## config.mk

```make
export PLATFORM = sky130hd
export DESIGN_NAME = pk36_packer
export DESIGN_NICKNAME = d
export VERILOG_FILES = /design/src/rtl/pk36_pkg.sv /design/src/rtl/pk36_swizzle.sv /design/src/rtl/pk36_store.sv /design/src/rtl/pk36_seq.sv /design/src/rtl/pk36_packer.sv
export SDC_FILE = /design/constraint.sdc
export NUM_CORES = 1
export LEC_CHECK = 0
export ABC_CLOCK_PERIOD_IN_PS = 2260
export CORE_ASPECT_RATIO = 1.75
export CORE_MARGIN = 5
export CORE_UTILIZATION = 54
export CTS_BUF_LIST = sky130_fd_sc_hd__clkbuf_8 sky130_fd_sc_hd__clkbuf_16
export CTS_CLUSTER_DIAMETER = 100
export DETAILED_ROUTE_END_ITERATION = 7
export PLACE_DENSITY = 0.84
export REMOVE_ABC_BUFFERS = 1
export SYNTH_ARGS = -nofsm -noshare
export SYNTH_HDL_FRONTEND = slang
export SYNTH_SLANG_ARGS = --single-unit
```

## constraint.sdc

```tcl
create_clock -name clk -period 2.26 [get_ports clk]
set_clock_uncertainty 0.2 [all_clocks]
set_input_delay 0.226 -clock clk [delete_from_list [all_inputs] [get_ports clk]]
set_output_delay 0.226 -clock clk [all_outputs]
set_load 0.01 [all_outputs]
```

## src/rtl/pk36_pkg.sv

```systemverilog
`timescale 1ns/1ps
package pk36_pkg;
    localparam int GROUP_DEF = 8;
    localparam int LOW_W_DEF = 32;
    localparam int NIB_W_DEF = 4;

    typedef enum logic {
        ST_FILL  = 1'b0,
        ST_DRAIN = 1'b1
    } pk_state_e;
endpackage

```

## src/rtl/pk36_swizzle.sv

```systemverilog
`timescale 1ns/1ps
module pk36_swizzle #(
    parameter int W = 32
) (
    input  logic [W-1:0] word_i,
    output logic [W-1:0] word_o
);
    localparam int H = W / 2;

    for (genvar b = 0; b < H; b++) begin : g_half
        assign word_o[H + b] = word_i[b];
        assign word_o[b]     = word_i[H + b];
    end
endmodule

```

## src/rtl/pk36_store.sv

```systemverilog
`timescale 1ns/1ps
module pk36_store #(
    parameter int GROUP = 8,
    parameter int LOW_W = 32,
    parameter int NIB_W = 4,
    parameter int IDX_W = 4
) (
    input  logic                     clk,
    input  logic                     rst_n,
    input  logic                     wr_en,
    input  logic [IDX_W-1:0]         wr_idx,
    input  logic [LOW_W+NIB_W-1:0]   wr_data,
    input  logic [IDX_W-1:0]         rd_idx,
    output logic [LOW_W-1:0]         rd_word
);
    localparam int SEL_W = $clog2(GROUP);
    localparam logic [IDX_W-1:0] NIB_SLOT = IDX_W'(GROUP);

    logic [LOW_W-1:0] low_q [GROUP];
    logic [LOW_W-1:0] low_d [GROUP];
    logic [NIB_W-1:0] nib_q [GROUP];
    logic [NIB_W-1:0] nib_d [GROUP];
    logic [LOW_W-1:0] nib_word;

    always_comb begin
        for (int i = 0; i < GROUP; i++) begin
            low_d[i] = low_q[i];
            nib_d[i] = nib_q[i];
        end
        if (wr_en && (wr_idx < NIB_SLOT)) begin
            low_d[wr_idx[SEL_W-1:0]] = wr_data[LOW_W-1:0];
            nib_d[wr_idx[SEL_W-1:0]] = wr_data[LOW_W+NIB_W-1:LOW_W];
        end
    end

    always_ff @(posedge clk or negedge rst_n) begin
        if (!rst_n) begin
            for (int i = 0; i < GROUP; i++) begin
                low_q[i] <= '0;
                nib_q[i] <= '0;
            end
        end else begin
            for (int i = 0; i < GROUP; i++) begin
                low_q[i] <= low_d[i];
                nib_q[i] <= nib_d[i];
            end
        end
    end

    for (genvar g = 0; g < GROUP; g++) begin : g_nib
        assign nib_word[g*NIB_W +: NIB_W] = nib_q[g];
    end

    always_comb begin
        if (rd_idx == NIB_SLOT) rd_word = nib_word;
        else                    rd_word = low_q[rd_idx[SEL_W-1:0]];
    end

    // a write aimed at the nibble slot would corrupt the group
    a_r4_write_slot: assert property (@(posedge clk) disable iff (!rst_n)
        wr_en |-> (wr_idx < NIB_SLOT));
endmodule

```

## src/rtl/pk36_seq.sv

```systemverilog
`timescale 1ns/1ps
module pk36_seq
    import pk36_pkg::*;
#(
    parameter int GROUP = 8,
    parameter int IDX_W = 4
) (
    input  logic             clk,
    input  logic             rst_n,
    input  logic             in_valid,
    input  logic             in_last,
    input  logic             out_ready,
    output logic             in_ready,
    output logic             out_valid,
    output logic             wr_en,
    output logic [IDX_W-1:0] idx,
    output logic             err_partial
);
    localparam logic [IDX_W-1:0] LAST_IN  = IDX_W'(GROUP - 1);
    localparam logic [IDX_W-1:0] LAST_OUT = IDX_W'(GROUP);

    typedef struct packed {
        pk_state_e        st;
        logic [IDX_W-1:0] idx;
        logic             err;
    } seq_t;

    seq_t s_d, s_q;
    logic accept;

    always_comb begin
        s_d     = s_q;
        s_d.err = 1'b0;
        accept  = (s_q.st == ST_FILL) && in_valid;
        case (s_q.st)
            ST_FILL: begin
                if (accept) begin
                    if (s_q.idx == LAST_IN) begin
                        s_d.st  = ST_DRAIN;
                        s_d.idx = '0;
                    end else if (in_last) begin
                        s_d.idx = '0;
                        s_d.err = 1'b1;
                    end else begin
                        s_d.idx = s_q.idx + 1'b1;
                    end
                end
            end
            ST_DRAIN: begin
                if (out_ready) begin
                    if (s_q.idx == LAST_OUT) begin
                        s_d.st  = ST_FILL;
                        s_d.idx = '0;
                    end else begin
                        s_d.idx = s_q.idx + 1'b1;
                    end
                end
            end
            default: s_d = s_q;
        endcase
    end

    always_ff @(posedge clk or negedge rst_n) begin
        if (!rst_n) s_q <= '{st: ST_FILL, idx: '0, err: 1'b0};
        else        s_q <= s_d;
    end

    assign in_ready    = (s_q.st == ST_FILL);
    assign out_valid   = (s_q.st == ST_DRAIN);
    assign wr_en       = accept;
    assign idx         = s_q.idx;
    assign err_partial = s_q.err;

    // slot counter never passes the nibble slot
    a_r2_idx_range: assert property (@(posedge clk) disable iff (!rst_n)
        s_q.idx <= LAST_OUT);

    // sending starts only right after an input acceptance
    a_r6_drain_after_accept: assert property (@(posedge clk) disable iff (!rst_n)
        $rose(out_valid) |-> $past(in_valid && in_ready));

    // an error pulse always follows an accepted end marker
    a_r8_err_cause: assert property (@(posedge clk) disable iff (!rst_n)
        err_partial |-> $past(in_valid && in_ready && in_last));

    // ending on the eighth word is not an error
    a_r9_full_no_err: assert property (@(posedge clk) disable iff (!rst_n)
        (in_valid && in_ready && idx == LAST_IN) |=> !err_partial);
endmodule

```

## src/rtl/pk36_packer.sv

```systemverilog
`timescale 1ns/1ps
module pk36_packer
    import pk36_pkg::*;
#(
    parameter int GROUP = GROUP_DEF,
    parameter int LOW_W = LOW_W_DEF,
    parameter int NIB_W = NIB_W_DEF
) (
    input  logic                   clk,
    input  logic                   rst_n,
    input  logic                   in_valid,
    output logic                   in_ready,
    input  logic [LOW_W+NIB_W-1:0] in_data,
    input  logic                   in_last,
    output logic                   out_valid,
    input  logic                   out_ready,
    output logic [LOW_W-1:0]       out_data,
    output logic                   err_partial
);
    localparam int IDX_W = $clog2(GROUP + 1);

    logic             wr_en;
    logic [IDX_W-1:0] idx;
    logic [LOW_W-1:0] logical_word;

    pk36_seq #(.GROUP(GROUP), .IDX_W(IDX_W)) u_seq (
        .clk         (clk),
        .rst_n       (rst_n),
        .in_valid    (in_valid),
        .in_last     (in_last),
        .out_ready   (out_ready),
        .in_ready    (in_ready),
        .out_valid   (out_valid),
        .wr_en       (wr_en),
        .idx         (idx),
        .err_partial (err_partial)
    );

    pk36_store #(.GROUP(GROUP), .LOW_W(LOW_W), .NIB_W(NIB_W), .IDX_W(IDX_W)) u_store (
        .clk     (clk),
        .rst_n   (rst_n),
        .wr_en   (wr_en),
        .wr_idx  (idx),
        .wr_data (in_data),
        .rd_idx  (idx),
        .rd_word (logical_word)
    );

    pk36_swizzle #(.W(LOW_W)) u_swz (
        .word_i (logical_word),
        .word_o (out_data)
    );

    initial begin
        a_r4_nib_fit: assert (GROUP * NIB_W == LOW_W);
    end

    // a stalled word is held unchanged
    a_r7_hold: assert property (@(posedge clk) disable iff (!rst_n)
        (out_valid && !out_ready) |=> (out_valid && $stable(out_data)));

    // no input is taken while a group is being sent
    a_r6_no_overlap: assert property (@(posedge clk) disable iff (!rst_n)
        out_valid |-> !in_ready);
endmodule

```

==> results of run 1 <==
[per-layer routing]
| layer | GRT usage, % | up-vias |
|---|---|---|
| li1 | - | 3998 |
| met1 | 33.8 | 5243 |
| met2 | 45.7 | 627 |
| met3 | 5.28 | 267 |
| met4 | 18.0 | 0 |
| met5 | 0 | - |
[sequential cells by signal, summed over array words and instances, names as in the netlist]
signal / count
u_store.low_q: 256
u_store.nib_q: 32
u_seq.idx: 4
u_seq.err_partial: 1
u_seq.out_valid: 1
[cell usage in the layout, fill, tap and decap left out, drive strengths merged, types with 13 or more instances in the layout]
| master | n |
|---|---|
| clkdlybuf4s50 | 42 |
| dfrtp | 294 |
| mux2 | 306 |
| buf | 183 |
| a21oi | 29 |
| nand2 | 24 |
| clkbuf | 36 |
| o22ai | 13 |
| mux2i | 37 |
| nor2 | 31 |
| a221oi | 37 |
| mux4 | 14 |
| o21ai | 31 |
[worst reg2reg max path: cells and delay by family (launching register included)]
kind                   cells  cell delay [ns]
buffers and inverters      6             1.00
DFF                        1             0.52
muxes                      1             0.32
and+or+nand+nor            2             0.25
[what timing repair did]
item                                    CTS  global route
cloned                                    4             8
hold endpoints to repair                268             0
buffers inserted                         32            16
pin swaps                                51            44
resized for setup                       261            80
hold buffers                              1             0
endpoints found under the setup margin   72           137
[cells in the mapped netlist, drive strengths merged, types with 4 or more instances]
master,number
a222oi,4
a22o,4
o21a,9
a21oi,29
buf,48
dfrtp,294
o22ai,13
o2111ai,4
mux4,14
nor2,31
mux2,306
o21ai,31
and2,11
a22oi,4
mux2i,37
nand3b,6
nor2b,8
clkbuf,19
nor3,5
o22a,5
nand2,24
a221oi,37
[final cells by class]
type                    instances  area [sq um]  share of cell area [%]
inverters                       4          27.5                   0.155
repair buffers                233          2540                    14.3
clock inverters                18           195                    1.10
clock buffers                  29           703                    3.95
multi-input cells             603          6560                    36.8
well taps                     316           395                    2.22
flip-flops and latches        294          7370                    41.4
diodes                          2          5.00                  0.0281
[cell families after synthesis]
kind of cell               share of synthesized area [%]
DFF                                                 53.6
adders and majority gates                          0.182
muxes                                               31.6
buffers and inverters                               3.05
AOI/OAI and AO/OA                                   7.84
and+or+nand+nor                                     3.68
[report_power, final]
| group | internal, mW | leakage (nW) | switching, mW |
|---|---|---|---|
| clock network | 2.70 | 0.454 | 2.05 |
| logic | 7.03 | 4.00 | 6.20 |
| registers | 7.80 | 3.63 | 1.83 |
[metrics by stage]
step                      hold WS, ns  utilization (%)  instance area [sq um]
after floorplan                -0.270                -                  13300
after detailed placement       0.0142             62.0                  15600
after global routing           0.0843             70.7                  17800
after global placement         0.0162             62.0                  15600
after CTS                      0.0460             68.6                  17300
final                          0.0283             70.8                  17800
[how the worst max path moves through the flow]
stage,to,cells after the start
after detailed placement,out_data[28],7
after global routing,out_data[28],9
final,out_data[28],8
after floorplan,out_data[0],6
after CTS,out_data[28],7
after global placement,out_data[28],7
==> impl_metrics.ini, run 1 <==
[route]
wire_per_inst_microns = 29.8
drc = 0
ant_nets = 0
wl_met3_microns = 3190
wl_met1_microns = 15700
drt-pass1-iter-count = 5
vias_per_cell = 6.76
drt-initial-drc-count = 1037
topRoutingLayerUsed = met4
route.met2.wl_microns = 21900
routed_wirelength_microns = 44700
route.vias.total = 10135

[timing]
setup_slack_ns = -0.655
finalSetupViolations = 216
tns_ns = -32.57
fin_crit_sh_pct = 129
slew_violations = 0
tightest_slew_ns = 0.718
hold_viol_final = 0
rsz0062_at_grt = true
fin_crit_ns = 2.91
slew_headroom_pct = 52.0
fmax_ghz = 0.343

[power]
power_density_mw_per_mm2 = 1550
ir_drop_mv = 0.774
fin_total_pwr_mw = 27.6
leakagePower_nw = 8.08

[setup_path]
critical-path-slowest-cell = dfrtp_4
crit_chain = buf_8, nor3_4, buf_4, a222oi_1, buf_4, a21oi_1, o21a_1, buf_2
path_class = reg2out
crit_required_ns = 1.83
arrival_ns = 2.49
cp_max_fo = 4
rr_endpoint = u_store.low_q[123]$_DFFE_PN0P_
reg2reg_setup_slack_ns = -0.14
cp-start-kind = register
reg2regPathDepth = 9
cp-end-kind = output port
r2r-start = u_seq.idx[1]$_DFFE_PN0P_
crit_buf_inv = 4
crit_family = buffers and inverters
startpoint = u_seq.idx[1]$_DFFE_PN0P_
critical-path-max-stage-delay_ns = 0.52
critPathMostFrequentCell = buf_4

[synthesis]
synth_top_area_cell = dfrtp_1
ys.flop_type = dfrtp_1
ys_types = 47
yosysSeqAreaShare_pct = 53.6
synth_top_area_share_pct = 53.6
syn_area_sq_mm = 0.0137
synthTopCellsByArea = dfrtp_1 54%, mux2_2 20%, mux2_4 6.0%
synth-edff-count = 0
synthArstFlopShare_pct = 100
synth-seq-cells = 294
yosys_warnings = 0
syn_inst = 968
avgSynthCellArea_sq_um = 14.2

[placement]
io_buffers = 75
dpl_worst_slack_ns = -0.420
gp_congestion = 0.845
post-dp-hpwl_microns = 23200
dp.cells = 1395

[grt]
grt_use_total_pct = 28.1
grt_max_degree = 68
antenna_found_initial = 1
grt_pass1_vias = 10860
grt_pass1_wl_microns = 62900
grt_remaining_overflow = 0

[die]
die_area_sq_mm = 0.0288
die_width_microns = 130
num_rows = 77
coreArea_sq_mm = 0.0251
die_height_microns = 221
io_pins = 76
initial_core_util_pct = 54.6

[layout]
nets = 1205
instances_no_fill = 1499
area_growth_pct = 29.7
fill_cells = 1408
drive_gt1_share_pct = 56.0

[outcome]
status = complete, but fails checks
violations = negative setup slack

[min_path]
holdCritPathClass = in2async

[cts]
worstSkewPairLatency_ns = 0.54
cts_buffers = 26
clk_pin_slew_ns = 0.07
cts_max_level = 1
tritoncts = built
cts-root-buf = clkbuf_16
cts_buffer_depth = 3
clock-sinks = 294

[flow_run]
maxCapViolCount = 0
No activity file was read; power rests on OpenSTA's default activity.
==> run 2, diff against run 1 <==
--- a/config.mk
+++ b/config.mk
@@ -17,3 +17,4 @@
 export SYNTH_ARGS = -nofsm -noshare
 export SYNTH_HDL_FRONTEND = slang
 export SYNTH_SLANG_ARGS = --single-unit
+export TNS_END_PERCENT = 10
==> run 2 against run 1 <==
  * The run still ends with negative setup slack left
  * Routed wire length decreased by 11%
  * Global-route usage decreased by 0.52 points
  * Clock power decreased by 1%
  * Flip-flop and latch count unchanged
  * Cell count decreased by 2.7%
  * Register-to-register slack improved by 0.13 ns
  * Setup slack improved by 0.013 ns
  * Critical path type unchanged
==> impl_metrics.ini, run 2 (synthesis gave the netlist of run 1 again) <==
[outcome]
status = complete, but fails checks
violations = negative setup slack

[layout]
layout_commonest_cell = dfrtp_1
drive_gt1_share_pct = 52.2
largest_reg_flops = 256
top_register = u_store.low_q
final_cell_mix = 291 x dfrtp_1, 246 x mux2_2, 71 x buf_4
area_growth_pct = 24.7
utilization_pct = 68.1
nets = 1166
top_regs = u_store.low_q x256, u_store.nib_q x32, u_seq.idx x4

[timing]
finalSetupViolations = 35
timing.hold.ws_ns = 0.0236
fin_crit_ns = 2.90
fmax_ghz = 0.345
fin_crit_sh_pct = 128
slew_headroom_pct = 51.1
rsz0062_at_grt = true
setup_slack_ns = -0.642
slew_violations = 0
tightest_slew_ns = 0.732
hold_viol_final = 0

[die]
die_height_microns = 221
coreArea_sq_mm = 0.0251
die_width_microns = 130
num_rows = 77
initial_core_util_pct = 54.6
io_pins = 76
die_area_sq_mm = 0.0288

[setup_path]
cp-end-kind = output port
critPathMostFrequentCell = buf_12
crit_buf_inv = 4
crit_chain = buf_12, and2_4, buf_12, buf_4, a22oi_1, o221ai_1, o21a_1, buf_2
arrival_ns = 2.48
critical-path-slowest-cell = dfrtp_4
cp-start-kind = register
path_class = reg2out
crit_required_ns = 1.83
critical-path-max-stage-delay_ns = 0.53
cp_max_fo = 9
crit_family = compound AO/OA/AOI/OAI gates

[power]
switching_share_pct = 35.3
power_density_mw_per_mm2 = 1540
p_comb_share_pct = 46.3
ir_drop_mv = 0.704
leakagePower_nw = 7.76
internal_power_mw = 17.1
fin_total_pwr_mw = 26.4
pwr-share-clk_pct = 17.8
p_sw_mw = 9.31
power_frac_seq_pct = 35.9

[route]
vias_per_cell = 6.58
drt-pass1-iter-count = 7
drc = 0
drt-initial-drc-count = 1025
route.vias.total = 9595
routed_wirelength_microns = 39600
wire_per_inst_microns = 27.1
ant_nets = 0

[min_path]
holdCritPathClass = in2async

[placement]
post-dp-hpwl_microns = 23200
dpl_worst_slack_ns = -0.420
io_buffers = 75
gp_congestion = 0.845

[grt]
grt_use_total_pct = 27.6
antenna_found_initial = 3
grt_max_degree = 68
grt_pass1_wl_microns = 61700
grt_pass1_vias = 10631
grt_remaining_overflow = 0

[cts]
cts_buffer_depth = 3
clock-sinks = 294
cts_max_level = 1
worstSkewPairLatency_ns = 0.54
cts-root-buf = clkbuf_16
tritoncts = built
cts_buffers = 26
clk_pin_slew_ns = 0.07

[flow_run]
maxCapViolCount = 0
## run 2: changes by cell type in the layout (fill, tap and decap cells not counted), sizes merged
cell           change
buf               -41
clkdlybuf4s15      +6
clkbuf             -5
bufbuf             +1
diode              -1
## run 2: layout make-up
type / count / area [sq um]
diodes: 1 / 2.50
clock buffers: 29 / 703
clock inverters: 18 / 195
fillers: 1546 / 8030
inverters: 4 / 25.0
multi-input cells: 603 / 6410
flip-flops and latches: 294 / 7370
well taps: 316 / 395
repair buffers: 194 / 2020
## run 2: final timing paths
kind	slack [ns]	endpoint	cells after the start	start
worst min register to register	0.30	u_store.low_q[129]$_DFFE_PN0P_	1	u_store.low_q[129]$_DFFE_PN0P_
worst max register to register	-0.01	u_store.low_q[154]$_DFFE_PN0P_	7	u_seq.idx[1]$_DFFE_PN0P_
max in group asynchronous	1.01	u_store.nib_q[13]$_DFFE_PN0P_	3	rst_n
worst max-delay path	-0.64	out_data[21]	8	u_seq.idx[1]$_DFFE_PN0P_
min in group clk	0.11	u_seq.out_valid$_DFF_PN0_	2	out_ready
worst min-delay path	0.02	u_store.low_q[46]$_DFFE_PN0P_	2	rst_n
## run 2: through the flow
stage | instances | cell area, sq um | setup TNS (ns)
floorplan | 901 | 13300 | -498.61
global placement | 1395 | 15600 | -8.84
detailed placement | 1395 | 15600 | -9.54
CTS | 1457 | 16900 | -15.60
global route | 1459 | 17100 | -18.44
finish | 1459 | 17100 | -16.39
## run 2: routing by layer
layer  GRT usage [%]  vias up  wire [microns]
met5               0        -               0
met2            45.1      488           20300
met3            5.55      184            2500
li1                -     3920               -
met4            17.3        0            2550
met1            32.7     5003           14300
## run 2: worst reg2reg max path: stages, from the launching register on
cell,delay [ns]
dfrtp_4,0.53
buf_12,0.16
and2_4,0.16
buf_12,0.14
buf_4,0.17
nand2_2,0.16
buf_12,0.23
mux2_2,0.40
## run 2: repair_timing
item,in CTS,in global routing
endpoints found under the hold margin,268,0
setup buffers,12,2
cloned,2,0
setup endpoints to repair,72,115
resized for setup,210,46
hold buffers,1,0
pin swaps,39,7
## run 2: power groups by stage
stage               combinational [mW]  clock [mW]  sequential (mW)
floorplan                         6.34           0             9.05
global placement                  10.5           0             9.03
detailed placement                10.9           0             9.22
CTS                               11.5        4.70             9.23
global route                      12.9        4.95             9.68
finish                            12.2        4.69             9.49
==> run 3, diff against run 2 <==
--- a/config.mk
+++ b/config.mk
@@ -14,6 +14,7 @@
 export DETAILED_ROUTE_END_ITERATION = 7
 export PLACE_DENSITY = 0.84
 export REMOVE_ABC_BUFFERS = 1
+export SKIP_LAST_GASP = 1
 export SYNTH_ARGS = -nofsm -noshare
 export SYNTH_HDL_FRONTEND = slang
 export SYNTH_SLANG_ARGS = --single-unit
==> run 3 against run 2 <==
  * The run still ends with negative setup slack left
  * Routed wire length fell by 1.5%
  * Combinational power barely moved
  * Clock power barely moved
  * Flip-flop and latch count did not move
  * Critical path type unchanged
  * Critical endpoint is now out_data[10]
  * Largest power group unchanged
  * Highest routed layer unchanged
==> impl_metrics.ini, run 3 (synthesis gave the netlist of run 1 again) <==
[layout]
final_cell_mix = 291 x dfrtp_1, 248 x mux2_2, 74 x buf_4
regArea_sq_mm = 0.00737
drive_gt1_share_pct = 52.4
fill_cells = 1536
instances_no_fill = 1463
largest_reg_flops = 256
layout_commonest_cell = dfrtp_1
nets = 1170
top_regs = u_store.low_q x256, u_store.nib_q x32, u_seq.idx x4
top_register = u_store.low_q
area_growth_pct = 24.7
multiInputGateArea_sq_mm = 0.00641

[cts]
cts_max_level = 1
cts_buffer_depth = 3
worstSkewPairLatency_ns = 0.54
cts_buffers = 26
clk_pin_slew_ns = 0.07
tritoncts = built
cts-root-buf = clkbuf_16
clock-sinks = 294

[setup_path]
arrival_ns = 2.43
crit_required_ns = 1.83
critical-path-slowest-cell = dfrtp_4
reg2reg_setup_slack_ns = -0.26
cp-end-kind = output port
cp_max_fo = 10
r2r-start = u_seq.idx[1]$_DFFE_PN0P_
reg2regPathDepth = 9
critical-path-max-stage-delay_ns = 0.51
path_class = reg2out
rr_endpoint = u_seq.idx[0]$_DFFE_PN0P_
crit_buf_inv = 3
crit_chain = buf_6, buf_12, mux2_4, a221oi_4, o22ai_2, o21a_1, buf_2
cp-start-kind = register
crit_family = compound AO/OA/AOI/OAI gates

[outcome]
status = complete, but fails checks
violations = negative setup slack

[route]
route.vias.total = 9577
drt-initial-drc-count = 917
ant_nets = 0
wire_per_inst_microns = 26.7
vias_per_cell = 6.55
routed_wirelength_microns = 39000
drt-pass1-iter-count = 5
drc = 0

[timing]
setup_slack_ns = -0.600
slew_headroom_pct = 53.9
hold_viol_final = 0
slew_violations = 0
fin_crit_sh_pct = 127
rsz0062_at_grt = true
tns_ns = -28.12
fmax_ghz = 0.350
finalSetupViolations = 228
tightest_slew_ns = 0.690
fin_crit_ns = 2.86

[die]
initial_core_util_pct = 54.6
coreArea_sq_mm = 0.0251
die_area_sq_mm = 0.0288
die_height_microns = 221
num_rows = 77
die_width_microns = 130
io_pins = 76

[power]
ir_drop_mv = 0.712
power_frac_seq_pct = 36.0
power_density_mw_per_mm2 = 1540
p_sw_mw = 9.28
internal_power_mw = 17.0
pwr-share-clk_pct = 17.9
leakagePower_nw = 7.80
p_comb_share_pct = 46.1
switching_share_pct = 35.3

[grt]
grt_pass1_wl_microns = 59900
grt_remaining_overflow = 0
grt_pass1_vias = 10466
antenna_found_initial = 1
grt_use_total_pct = 26.6
grt_max_degree = 68

[flow_run]
maxCapViolCount = 0

[placement]
post-dp-hpwl_microns = 23200
gp_congestion = 0.845
dp.cells = 1395
io_buffers = 75

[min_path]
holdCritPathClass = in2async
## run 3: cell type report
cell class	count	share of cell area (%)
multi-input combinational	603	37.5
clock buffer	29	4.11
tap	316	2.31
sequential	294	43.1
inverter	4	0.132
timing repair buffer	198	11.8
antenna	1	0.0146
clock inverter	18	1.14
## run 3: metal layers
| metal | wire length, microns | vias up | track usage (%) |
|---|---|---|---|
| met1 | 13800 | 4978 | 32.2 |
| met5 | 0 | - | 0 |
| met2 | 20000 | 486 | 44.2 |
| met4 | 2610 | 0 | 16.0 |
| li1 | - | 3931 | - |
| met3 | 2520 | 182 | 4.05 |
## run 3: worst max-delay path by stage
stage,slack [ns],endpoint,cells past startpoint,from
global route,-0.66,out_data[18],8,u_seq.idx[0]$_DFFE_PN0P_
floorplan,-1.75,out_data[0],6,u_seq.idx[1]$_DFFE_PN0P_
finish,-0.60,out_data[10],7,u_seq.idx[2]$_DFFE_PN0P_
detailed placement,-0.42,out_data[28],7,u_seq.idx[2]$_DFFE_PN0P_
CTS,-0.59,out_data[28],7,u_seq.idx[1]$_DFFE_PN0P_
global placement,-0.38,out_data[28],7,u_seq.idx[1]$_DFFE_PN0P_
## run 3: repair_timing
item | CTS | global route
pin swaps | 27 | 27
hold buffers | 1 | 0
hold endpoints to repair | 268 | 0
cloned | 2 | 1
resized for setup | 162 | 74
setup buffers | 12 | 6
setup endpoints to repair | 72 | 204
## run 3: power groups by stage
stage | Combinational, mW | Sequential [mW] | Clock [mW]
6_report | 12.1 | 9.47 | 4.70
5_1_grt | 12.8 | 9.67 | 4.95
4_1_cts | 11.5 | 9.23 | 4.70
3_5_place_dp | 10.9 | 9.22 | 0
3_3_place_gp | 10.5 | 9.03 | 0
2_1_floorplan | 6.34 | 9.05 | 0
## run 3: through the flow
stage / worst slack, ns / power [mW] / cell area (sq um) / hold WS (ns) / utilization (%)
after floorplan: -1.75 / 15.4 / 13300 / -0.270 / -
after global placement: -0.383 / 19.6 / 15600 / 0.0162 / 62.0
after detailed placement: -0.420 / 20.1 / 15600 / 0.0142 / 62.0
after CTS: -0.588 / 25.4 / 16900 / 0.0460 / 67.4
after global routing: -0.656 / 27.4 / 17100 / 0.0907 / 68.0
final: -0.600 / 26.3 / 17100 / 0.0375 / 68.0
